### src/rtl/idiv_pkg.sv
package idiv_pkg;
  typedef enum logic [1:0] {
    OP_W_U = 2'b00,
    OP_W_S = 2'b01,
    OP_L_U = 2'b10,
    OP_L_S = 2'b11
  } div_op_e;
endpackage

### src/rtl/idiv_prep.sv
module idiv_prep #(
  parameter int DW = 32
) (
  input  logic [1:0]      op_i,
  input  logic [DW-1:0]   hi_i,
  input  logic [DW-1:0]   lo_i,
  input  logic [DW-1:0]   dvs_i,
  output logic [2*DW-1:0] acc_o,
  output logic [DW-1:0]   dvs_mag_o,
  output logic            long_o,
  output logic            sgn_o,
  output logic            neg_q_o,
  output logic            neg_r_o,
  output logic            dvs_zero_o
);
  import idiv_pkg::*;
  localparam int HW = DW / 2;
  localparam int AW = 2 * DW;

  div_op_e        op;
  logic           sd, sv;
  logic [DW-1:0]  dvs_w;
  logic [AW-1:0]  dvd_l;

  assign op = div_op_e'(op_i);

  always_comb begin
    long_o = (op == OP_L_U) || (op == OP_L_S);
    sgn_o  = (op == OP_W_S) || (op == OP_L_S);
    sd     = sgn_o & (long_o ? hi_i[DW-1] : lo_i[DW-1]);
    if (long_o)     dvs_w = dvs_i;
    else if (sgn_o) dvs_w = {{HW{dvs_i[HW-1]}}, dvs_i[HW-1:0]};
    else            dvs_w = {{HW{1'b0}}, dvs_i[HW-1:0]};
    sv         = sgn_o & dvs_w[DW-1];
    dvs_mag_o  = sv ? -dvs_w : dvs_w;
    dvs_zero_o = (dvs_w == '0);
    dvd_l      = {hi_i, lo_i};
    // short form pre-aligned so its DW quotient bits land in the low half
    if (long_o) acc_o = sd ? -dvd_l : dvd_l;
    else        acc_o = {(sd ? -lo_i : lo_i), {DW{1'b0}}};
    neg_q_o = sd ^ sv;
    neg_r_o = sd;
  end
endmodule

### src/rtl/idiv_core.sv
module idiv_core #(
  parameter int DW = 32
) (
  input  logic            clk_i,
  input  logic            rst_ni,
  input  logic            load_i,
  input  logic [2*DW-1:0] acc_i,
  input  logic [DW-1:0]   dvs_i,
  input  logic            long_i,
  output logic            fin_o,
  output logic [2*DW-1:0] quo_o,
  output logic [DW-1:0]   rem_o
);
  localparam int AW = 2 * DW;
  localparam int CW = $clog2(AW + 1);

  logic [AW-1:0] acc_q;
  logic [DW-1:0] rem_q, dvs_q;
  logic [CW-1:0] cnt_q;
  logic          fin_q;
  logic [DW:0]   trial, diff;
  logic          take;

  always_comb begin
    trial = {rem_q, acc_q[AW-1]};
    diff  = trial - {1'b0, dvs_q};
    take  = trial >= {1'b0, dvs_q};
  end

  always_ff @(posedge clk_i or negedge rst_ni) begin
    if (!rst_ni) begin
      acc_q <= '0;
      rem_q <= '0;
      dvs_q <= '0;
      cnt_q <= '0;
      fin_q <= 1'b0;
    end else if (load_i) begin
      acc_q <= acc_i;
      rem_q <= '0;
      dvs_q <= dvs_i;
      cnt_q <= long_i ? CW'(AW) : CW'(DW);
      fin_q <= 1'b0;
    end else if (cnt_q != '0) begin
      acc_q <= {acc_q[AW-2:0], take};
      rem_q <= take ? diff[DW-1:0] : trial[DW-1:0];
      cnt_q <= cnt_q - 1'b1;
      fin_q <= (cnt_q == CW'(1));
    end else begin
      fin_q <= 1'b0;
    end
  end

  assign fin_o = fin_q;
  assign quo_o = acc_q;
  assign rem_o = rem_q;

  // partial remainder stays below the divisor while iterating
  p_rem_bound_r2: assert property (@(posedge clk_i) disable iff (!rst_ni)
    (cnt_q != '0) |-> (rem_q < dvs_q));
  p_fin_idle_r9: assert property (@(posedge clk_i) disable iff (!rst_ni)
    fin_q |-> (cnt_q == '0));
endmodule

### src/rtl/idiv_post.sv
module idiv_post #(
  parameter int DW = 32
) (
  input  logic            long_i,
  input  logic            sgn_i,
  input  logic            neg_q_i,
  input  logic            neg_r_i,
  input  logic [2*DW-1:0] qmag_i,
  input  logic [DW-1:0]   rmag_i,
  output logic            ovf_o,
  output logic [DW-1:0]   q_word_o,
  output logic [DW-1:0]   r_word_o,
  output logic            n_o,
  output logic            z_o
);
  localparam int HW = DW / 2;
  localparam int AW = 2 * DW;
  localparam logic [AW-1:0] W_U_MAX = {{(AW-HW){1'b0}}, {HW{1'b1}}};
  localparam logic [AW-1:0] W_S_POS = {{(AW-HW+1){1'b0}}, {(HW-1){1'b1}}};
  localparam logic [AW-1:0] W_S_NEG = W_S_POS + 1'b1;
  localparam logic [AW-1:0] L_U_MAX = {{(AW-DW){1'b0}}, {DW{1'b1}}};
  localparam logic [AW-1:0] L_S_POS = {{(AW-DW+1){1'b0}}, {(DW-1){1'b1}}};
  localparam logic [AW-1:0] L_S_NEG = L_S_POS + 1'b1;

  logic [HW-1:0] q_w, r_w;
  logic [DW-1:0] q_l, r_l;
  logic [AW-1:0] lim;

  always_comb begin
    q_w = neg_q_i ? -qmag_i[HW-1:0] : qmag_i[HW-1:0];
    r_w = neg_r_i ? -rmag_i[HW-1:0] : rmag_i[HW-1:0];
    q_l = neg_q_i ? -qmag_i[DW-1:0] : qmag_i[DW-1:0];
    r_l = neg_r_i ? -rmag_i : rmag_i;
    // a negative result may reach one magnitude step further
    if (long_i) lim = sgn_i ? (neg_q_i ? L_S_NEG : L_S_POS) : L_U_MAX;
    else        lim = sgn_i ? (neg_q_i ? W_S_NEG : W_S_POS) : W_U_MAX;
    ovf_o = qmag_i > lim;
    if (long_i) begin
      q_word_o = q_l;
      r_word_o = r_l;
      n_o      = q_l[DW-1];
      z_o      = (q_l == '0);
    end else begin
      q_word_o = {r_w, q_w};
      r_word_o = '0;
      n_o      = q_w[HW-1];
      z_o      = (q_w == '0);
    end
  end
endmodule

### src/rtl/iter_divider.sv
module iter_divider #(
  parameter int DW = 32,
  parameter int IW = 3
) (
  input  logic          clk_i,
  input  logic          rst_ni,
  input  logic          start_i,
  input  logic [1:0]    op_i,
  input  logic [DW-1:0] dvd_hi_i,
  input  logic [DW-1:0] dvd_lo_i,
  input  logic [DW-1:0] dvs_i,
  input  logic [IW-1:0] q_idx_i,
  input  logic [IW-1:0] r_idx_i,
  output logic          busy_o,
  output logic          done_o,
  output logic          dz_trap_o,
  output logic          q_we_o,
  output logic [IW-1:0] q_idx_o,
  output logic [DW-1:0] q_data_o,
  output logic          r_we_o,
  output logic [IW-1:0] r_idx_o,
  output logic [DW-1:0] r_data_o,
  output logic          flag_n_o,
  output logic          flag_z_o,
  output logic          flag_v_o,
  output logic          flag_c_o
);
  localparam int AW = 2 * DW;

  logic [AW-1:0] acc_init, quo;
  logic [DW-1:0] dvs_mag, rem, q_word, r_word;
  logic          p_long, p_sgn, p_negq, p_negr, p_dz;
  logic          fin, ovf, pn, pz, accept, load;

  logic          busy_q, long_q, sgn_q, negq_q, negr_q;
  logic [IW-1:0] qi_q, ri_q;
  logic          done_q, dz_q, qwe_q, rwe_q, n_q, z_q, v_q;
  logic [IW-1:0] qidx_q, ridx_q;
  logic [DW-1:0] qd_q, rd_q;

  idiv_prep #(.DW(DW)) u_prep (
    .op_i(op_i), .hi_i(dvd_hi_i), .lo_i(dvd_lo_i), .dvs_i(dvs_i),
    .acc_o(acc_init), .dvs_mag_o(dvs_mag), .long_o(p_long), .sgn_o(p_sgn),
    .neg_q_o(p_negq), .neg_r_o(p_negr), .dvs_zero_o(p_dz)
  );

  assign accept = start_i && !busy_q;
  assign load   = accept && !p_dz;

  idiv_core #(.DW(DW)) u_core (
    .clk_i(clk_i), .rst_ni(rst_ni), .load_i(load), .acc_i(acc_init),
    .dvs_i(dvs_mag), .long_i(p_long), .fin_o(fin), .quo_o(quo), .rem_o(rem)
  );

  idiv_post #(.DW(DW)) u_post (
    .long_i(long_q), .sgn_i(sgn_q), .neg_q_i(negq_q), .neg_r_i(negr_q),
    .qmag_i(quo), .rmag_i(rem), .ovf_o(ovf), .q_word_o(q_word),
    .r_word_o(r_word), .n_o(pn), .z_o(pz)
  );

  always_ff @(posedge clk_i or negedge rst_ni) begin
    if (!rst_ni) begin
      busy_q <= 1'b0; long_q <= 1'b0; sgn_q <= 1'b0;
      negq_q <= 1'b0; negr_q <= 1'b0; qi_q <= '0; ri_q <= '0;
      done_q <= 1'b0; dz_q <= 1'b0; qwe_q <= 1'b0; rwe_q <= 1'b0;
      qidx_q <= '0; ridx_q <= '0; qd_q <= '0; rd_q <= '0;
      n_q <= 1'b0; z_q <= 1'b0; v_q <= 1'b0;
    end else begin
      done_q <= 1'b0;
      dz_q   <= 1'b0;
      qwe_q  <= 1'b0;
      rwe_q  <= 1'b0;
      if (accept) begin
        if (p_dz) begin
          done_q <= 1'b1;
          dz_q   <= 1'b1;
        end else begin
          busy_q <= 1'b1;
          long_q <= p_long;
          sgn_q  <= p_sgn;
          negq_q <= p_negq;
          negr_q <= p_negr;
          qi_q   <= q_idx_i;
          ri_q   <= r_idx_i;
        end
      end
      if (fin) begin
        busy_q <= 1'b0;
        done_q <= 1'b1;
        if (ovf) begin
          v_q <= 1'b1;
          z_q <= 1'b0;
        end else begin
          qwe_q  <= 1'b1;
          qidx_q <= qi_q;
          qd_q   <= q_word;
          // shared destination: the quotient wins
          rwe_q  <= long_q && (ri_q != qi_q);
          ridx_q <= ri_q;
          rd_q   <= r_word;
          n_q    <= pn;
          z_q    <= pz;
          v_q    <= 1'b0;
        end
      end
    end
  end

  assign busy_o    = busy_q;
  assign done_o    = done_q;
  assign dz_trap_o = dz_q;
  assign q_we_o    = qwe_q;
  assign q_idx_o   = qidx_q;
  assign q_data_o  = qd_q;
  assign r_we_o    = rwe_q;
  assign r_idx_o   = ridx_q;
  assign r_data_o  = rd_q;
  assign flag_n_o  = n_q;
  assign flag_z_o  = z_q;
  assign flag_v_o  = v_q;
  assign flag_c_o  = 1'b0;

  p_dz_nowr_r3: assert property (@(posedge clk_i) disable iff (!rst_ni)
    dz_trap_o |-> (done_o && !q_we_o && !r_we_o));
  p_ovf_nowr_r5: assert property (@(posedge clk_i) disable iff (!rst_ni)
    (done_o && flag_v_o && !dz_trap_o) |-> (!q_we_o && !r_we_o && !flag_z_o));
  p_ovf_nkeep_r5: assert property (@(posedge clk_i) disable iff (!rst_ni)
    (done_o && flag_v_o && !dz_trap_o) |-> (flag_n_o == $past(flag_n_o)));
  p_word_nor_r1: assert property (@(posedge clk_i) disable iff (!rst_ni)
    (done_o && !long_q) |-> !r_we_o);
  p_same_idx_r8: assert property (@(posedge clk_i) disable iff (!rst_ni)
    r_we_o |-> (r_idx_o != q_idx_o));
  p_done_pulse_r9: assert property (@(posedge clk_i) disable iff (!rst_ni)
    done_o |=> !done_o);
  p_busy_end_r9: assert property (@(posedge clk_i) disable iff (!rst_ni)
    $fell(busy_o) |-> done_o);
endmodule

### config.mk
export PLATFORM = sky130hd
export DESIGN_NAME = iter_divider
export DESIGN_NICKNAME = d
export VERILOG_FILES = /design/src/rtl/idiv_pkg.sv /design/src/rtl/idiv_prep.sv /design/src/rtl/idiv_core.sv /design/src/rtl/idiv_post.sv /design/src/rtl/iter_divider.sv
export SDC_FILE = /design/constraint.sdc
export NUM_CORES = 1
export LEC_CHECK = 0
export BUFFER_PORTS_ARGS = -buffer_cell sky130_fd_sc_hd__buf_4
export CAP_MARGIN = 25
export CORE_ASPECT_RATIO = 2
export CORE_MARGIN = 8
export CORE_UTILIZATION = 50
export DETAILED_ROUTE_END_ITERATION = 7
export PLACE_DENSITY = 0.7
export SLEW_MARGIN = 10
export SYNTH_ARGS = -nofsm -noshare
export SYNTH_HDL_FRONTEND = slang
export SYNTH_SLANG_ARGS = --single-unit
### constraint.sdc
create_clock -name clk_i -period 11.75 [get_ports clk_i]
set_input_delay 0.5875 -clock clk_i [delete_from_list [all_inputs] [get_ports clk_i]]
set_output_delay 0.5875 -clock clk_i [all_outputs]
set_load 0.1 [all_outputs]
======== Yosys cells after proc, flatten, opt, wreduce, memory -nomap -nowiden ========
Index checks and enable logic that the tools add are counted.
storage, ports and cells
  output and inout bits ................... 79
  word-level logic and storage cells ...... 103
  input port bits ......................... 107
  bits in registers ....................... 224
cells by class
  magnitude comparators ................... 2
  equality and inequality tests ........... 6
  muxes and demuxes ....................... 42
  reduce and logical (&&, ||, !) cells .... 16
  bitwise logic cells ..................... 5
  add/sub/neg operators ................... 9
operators with widths
  kind                                               count
  2-to-1 mux 64 bit                                  7
  2-to-1 mux 32 bit                                  12
  negation 32 bit                                    4
  > comparator 64 bit                                1
  logical NOT 32 bit                                 2
  negation 64 bit                                    1
  2-to-1 mux 16 bit                                  3
  >= comparator 33 x 32 -> 1 bit                     1
  negation 16 bit                                    2
  subtractor 32 bit                                  1
  2-to-1 mux 7 bit                                   3
  2-to-1 mux 1 bit                                   17
  logical NOT 16 bit                                 1
  == test 7 x 1 -> 1 bit (second input constant)     1
  nonzero test 7 bit                                 1
  subtractor 7 x 1 -> 7 bit (second input constant)  1
  AND reduction 2 bit                                3
  == test 2 bit (second input constant)              2
  nonzero test 2 bit                                 2
  logical AND 1 bit                                  3
  != test 3 bit                                      1
  bitwise AND 1 bit                                  2
  == test 2 x 1 -> 1 bit (second input constant)     1
  logical NOT 1 bit                                  2
  4 further kinds                                    6

======== Longest topological paths before layout ========
  word-level depth ........................ 8
  mapped depth ............................ 16
  gate-level depth less buffers ........... 13

======== By module ========
From an unflattened synthesis, not the netlist that was laid out.
unflattened totals
  cells, all modules ...................... 1,954
  area, all modules ....................... 17,138.9 µm²
modules (own cells, without submodules)
  module        times used  cells an instance  area each (µm²)
  idiv_core     1           885                7,890.1
  iter_divider  1           192                3,614.7
  idiv_prep     1           485                3,009.1
  idiv_post     1           392                2,625.0

======== Worst setup path after synthesis ========
OpenSTA, ideal clock, no wires.
  kind .................................... reg-to-reg
  start ................................... reg negq_q
  end ..................................... reg n_q, in the netlist flag_n_o
  clock period less this slack ............ 3.847 ns
  setup time .............................. 0.083 ns
  path slack .............................. 7.903 ns
  cell stages (with the launch flop) ...... 17
  arrival time ............................ 3.764 ns
  buffers on the path ..................... 5
  cells stage by stage .................... dfrtp_1 > clkbuf_1 > clkbuf_1 > clkbuf_1 > o21ai_0 > ha_1 > nand4_1 > nor4_1 > nand2_1 > nor2_1 > o21a_1 > nor3_1 > a41oi_1 > clkbuf_1 > clkbuf_1 > nand2_1 > o21ai_0
between the ends
  cells in the longest elaborated chain, start to end .. 6
  elaborated cells on any way between the ends .. 11
  classes of those cells .................. order compare: 1; mux: 8; bitwise: 1; reduce/logical: 1
RTL lines
  element                                                 line                              text
  from (decl)                                             iter_divider.sv:35                logic busy_q, long_q, sgn_q, negq_q, negr_q;
  from (signal assigned)                                  iter_divider.sv:81                negq_q <= p_negq;
  2-to-1 mux 16 bit or 2-to-1 mux 32 bit (tied branches)  idiv_post.sv:36, idiv_post.sv:35
  2-to-1 mux 64 bit, on equally long branches             idiv_post.sv:36, idiv_post.sv:35
  2-to-1 mux 64 bit                                       idiv_post.sv:35                   if (long_i) lim = sgn_i ? (neg_q_i ? L_S_NEG : L_S_POS) : L_U_MAX;
  > comparator 64 bit                                     idiv_post.sv:37                   ovf_o = qmag_i > lim;
  NOT 1 bit (no line)                                     -
  AND reduction 2 bit (no line)                           -
  to (signal assigned)                                    iter_divider.sv:101               n_q <= pn;
  to (decl)                                               iter_divider.sv:37                logic done_q, dz_q, qwe_q, rwe_q, n_q, z_q, v_q;
Several ways; a longest one is shown, not always the timed one.
A chain may end at the register's enable or synchronous reset.

======== Worst setup path in the final report ========
  start ................................... reg long_q
  end ..................................... reg rd_q[30], in the netlist r_data_o[30]
between the ends
  cells in the longest elaborated chain, start to end .. 4
  elaborated cells on any way between the ends .. 5
  classes of those cells .................. order compare: 1; mux: 2; bitwise: 1; reduce/logical: 1
RTL lines
  element                        line                 text
  from (decl)                    iter_divider.sv:35
  from (signal assigned)         iter_divider.sv:79   long_q <= p_long;
  2-to-1 mux 64 bit              idiv_post.sv:35
  > comparator 64 bit            idiv_post.sv:37
  NOT 1 bit (no line)            -
  AND reduction 2 bit (no line)  -
  to (signal assigned)           iter_divider.sv:100  rd_q <= r_word;
  to (decl)                      iter_divider.sv:39   logic [DW-1:0] qd_q, rd_q;
Several ways; a longest one is shown, not always the timed one.

==> results by group <==
GRT
  – Gr usage total: 0.2726
  – GRT overflow: 0
  – Antenna violations before repair: 0
  – Largest net degree at the start of global routing: 106
  – Vias in the first global route: 15,270
  – First-pass GRT wire length: 81.42 mm

Power
  – Net Sw Frac: 0.4732
  – Internal power: 2644 uW
  – Clk pwr share: 0.156
  – P_sw: 2375 uW
  – Reg power frac: 0.295
  – Pwr Density: 273.4 nW/um2
  – Leak Pwr: 0.008207 uW
  – Gate power share: 0.549
  – Peak ir drop on the vdd network: 0.0001586 V

Timing
  – Final hold violations: 0
  – RSZ-0062 raised after global routing: no
  – # setup viols final: 0
  – Worst-Margin Slew: 0.9831 ns
  – Fin crit period: 4.869 ns
  – Setup TNS: 0 ns
  – Slew Limit Fails: 0
  – Tcrit/Tclk final: 0.4144
  – Slew Limit Headroom: 0.3446
  – Fmax: 0.2054 GHz
  – Worst Skew: 0.02934 ns

Cells and area
  – Layout area overhead: 15.06%
  – Layout cells sized above 1: 0.1333
  – Nets: 2,250
  – N_diodes: 0
  – Final design utilization: 0.5841

Synthesis
  – Post-synthesis sequential area ratio: 0.3513
  – Syn_area_per_cell: 8.029 um2
  – Distinct cells, synth: 72
  – Synth area leader: dfrtp_1
  – Cell with the most instances after synthesis: nand2_1
  – Cell area after synthesis: 15,950 um2
  – Async SR Flop Fraction: 1.000
  – #FFs+latches synth: 224
  – Top FF cell, synth: dfrtp_1
  – Post-synth top area share: 0.3513
  – Number of synthesized flops with an enable pin: 0
  – Area contributors post-synth: dfrtp_1 (35%), nand2_1 (8.1%), o21ai_0 (5.7%)
  – Synth Warn #: 0
  – Synth cell count leaders: nand2_1 (344), dfrtp_1 (224), o21ai_0 (181)
  – Cells after synthesis: 1,987
  – Mapped Nets: 2,152

Routing
  – Detailed Routing Iterations Pass 1: 5
  – First DRT Iteration DRCs: 825
  – Routed wire per std cell: 20.98 um
  – Detailed-route via count: 15,248
  – Final WL: 52.92 mm
  – Final ANT Viol Nets: 0
  – Drc violations: 0
  – Vias per cell: 6.044

Clocking
  – H-tree levels: 1
  – TritonCTS sink count: 224
  – Cts repair resizes: 0
  – CTS tree: built
  – Clock-pin slew on the worst setup and hold paths: 0.07 ns
  – Cts hold-fix bufs: 0
  – Clk buf depth: 3
  – Setup Buffers After CTS: 0
  – Worst skew pair latency: 0.54 ns
  – Num CTS Buffers: 22
  – CTS root buf: clkbuf_16

Worst setup path
  – Crit-path slowest cell: dfrtp_2
  – Crit-path max FO: 77
  – WP data required: 12.16 ns
  – Arrival time worst endpoint: 5.28 ns
  – Most used cell, CP: nand2_1
  – CP cell instances: nand2_1, ha_1, nand4_1, nor4_1, nand2_1, nor2_1, o21a_1, nor3_1, a41oi_4, buf_4, nand2b_1, o21ai_0
  – Crit path launch type: flop
  – Critical path capture point type: flop
  – CP Class: reg -> reg
  – Max stage delay on crit path: 1.02 ns

Hold path
  – Worst min path class: in -> async

Run
  – Max Cap Viol: 0

Placed design
  – Port bufs: 184
  – HPWL after DPL: 40.63 mm
  – RD Place Congestion: 0.9458

Floorplan
  – Rows: 92
  – Num ports: 186
  – Chip Width: 142.3 um
  – Die Ht: 268.6 um
  – Initial core utilization: 0.5077
  – Die area: 38,230 um2
  – Core region area: 31,430 um2

Outcome
  – Status: finished clean
-- power groups by stage --
stage | Sequential, uW | Clock, uW | Combinational (uW)
finish | 1480 | 781 | 2760
global placement | 1470 | 0 | 2670
global route | 1510 | 820 | 3040
CTS | 1470 | 794 | 2740
detailed placement | 1480 | 0 | 2730
floorplan | 1270 | 0 | 2140
-- worst max-delay path: cells and delay by family, from the launching register on --
kind / cells / cell delay, ns
AO/OA/AOI/OAI: 3 / 0.54
adder cells (fa/ha/maj): 1 / 0.51
buffers and inverters: 1 / 0.58
flip-flops: 1 / 1.02
AND/OR/NAND/NOR: 7 / 2.03
-- layout make-up --
class                      count  area [um2]
clock buffer                  25       591.8
clock inverter                14       198.9
fill                        2936       13070
inverter                      65       244.0
multi-input combinational   1570        9661
sequential                   224        5607
tap                          423       529.3
timing repair buffer         202        1525
-- cell families (layout without fill, tap and decap cells) --
logic type,after synthesis,after routing,share of synthesized area
AND/OR/NAND/NOR,746,746,0.2182
AO/OA/AOI/OAI,522,522,0.1983
flip-flops,224,224,0.3513
buffers and inverters,193,306,0.04666
XOR/XNOR,179,179,0.09827
multiplexers,64,64,0.04109
adder cells (fa/ha/maj),58,58,0.04596
other,1,1,0.0002351
-- per-layer routing --
| metal | global-route usage | part of all wire | vias up | routed length (um) |
|---|---|---|---|---|
| li1 | - | - | 7240 | - |
| met1 | 0.2548 | 0.33 | 7321 | 17310 |
| met2 | 0.5137 | 0.54 | 484 | 28840 |
| met3 | 0.02411 | 0.031 | 203 | 1647 |
| met4 | 0.2473 | 0.097 | 0 | 5122 |
| met5 | 0 | 0 | - | 0 |
-- cells in the final DEF (no fill, tap or decap), types with 12 or more instances in the layout --
master	n
xnor2_1	95
nor3_1	27
nand2_1	344
nand4_1	22
o31ai_1	30
buf_4	199
mux2_2	12
nand2b_1	16
or4_1	16
a21oi_1	134
clkbuf_16	22
a211oi_1	12
nand3_1	63
xor2_1	84
mux2i_1	52
dfrtp_1	223
a21o_1	20
o41ai_1	17
or3_1	25
ha_1	57
o211ai_1	16
o21ai_0	180
a31oi_1	53
inv_1	65
nor4_1	28
nand3b_1	18
nor2_1	130
-- registers in the layout (all words and copies together), names as in the netlist --
name / cells
flag_z_o: 1
flag_n_o: 1
u_core.dvs_q: 32
u_core.fin_o: 1
flag_v_o: 1
sgn_q: 1
negq_q: 1
r_data_o: 32
u_core.cnt_q: 7
long_q: 1
r_we_o: 1
u_core.rem_o: 32
q_we_o: 1
ri_q: 3
dz_trap_o: 1
q_data_o: 32
busy_o: 1
r_idx_o: 3
q_idx_o: 3
done_o: 1
u_core.quo_o: 64
qi_q: 3
negr_q: 1
-- final timing paths --
| check | from | end | slack [ns] | cells past startpoint |
|---|---|---|---|---|
| setup / recovery | long_q$_DFFE_PN0P_ | r_data_o[30]$_DFFE_PN0P_ | 6.88 | 12 |
| hold reg to reg | r_data_o[11]$_DFFE_PN0P_ | r_data_o[11]$_DFFE_PN0P_ | 0.47 | 2 |
| setup reg to reg | long_q$_DFFE_PN0P_ | r_data_o[30]$_DFFE_PN0P_ | 6.88 | 12 |
| min in group clk_i | q_idx_i[1] | qi_q[1]$_DFFE_PN0P_ | 0.25 | 3 |
| max in group asynchronous | rst_ni | u_core.rem_o[17]$_DFFE_PN0P_ | 9.55 | 3 |
| hold / removal | rst_ni | q_data_o[13]$_DFFE_PN0P_ | 0.09 | 1 |
-- per-stage QoR --
stage                     cell area (um2)  power, uW  std cells  worst slack [ns]  hold WS [ns]
after floorplan                     15950       3410       1987             7.903        0.2919
after global placement              17550       4148       2482             7.101        0.4545
after detailed placement            17550       4209       2482             6.977        0.4618
after CTS                           18340       5009       2521             6.954        0.1224
after global routing                18360       5373       2523             6.436        0.1569
final                               18360       5019       2523             6.881       0.08690
Note: power is estimated with default switching activity, not from simulation.
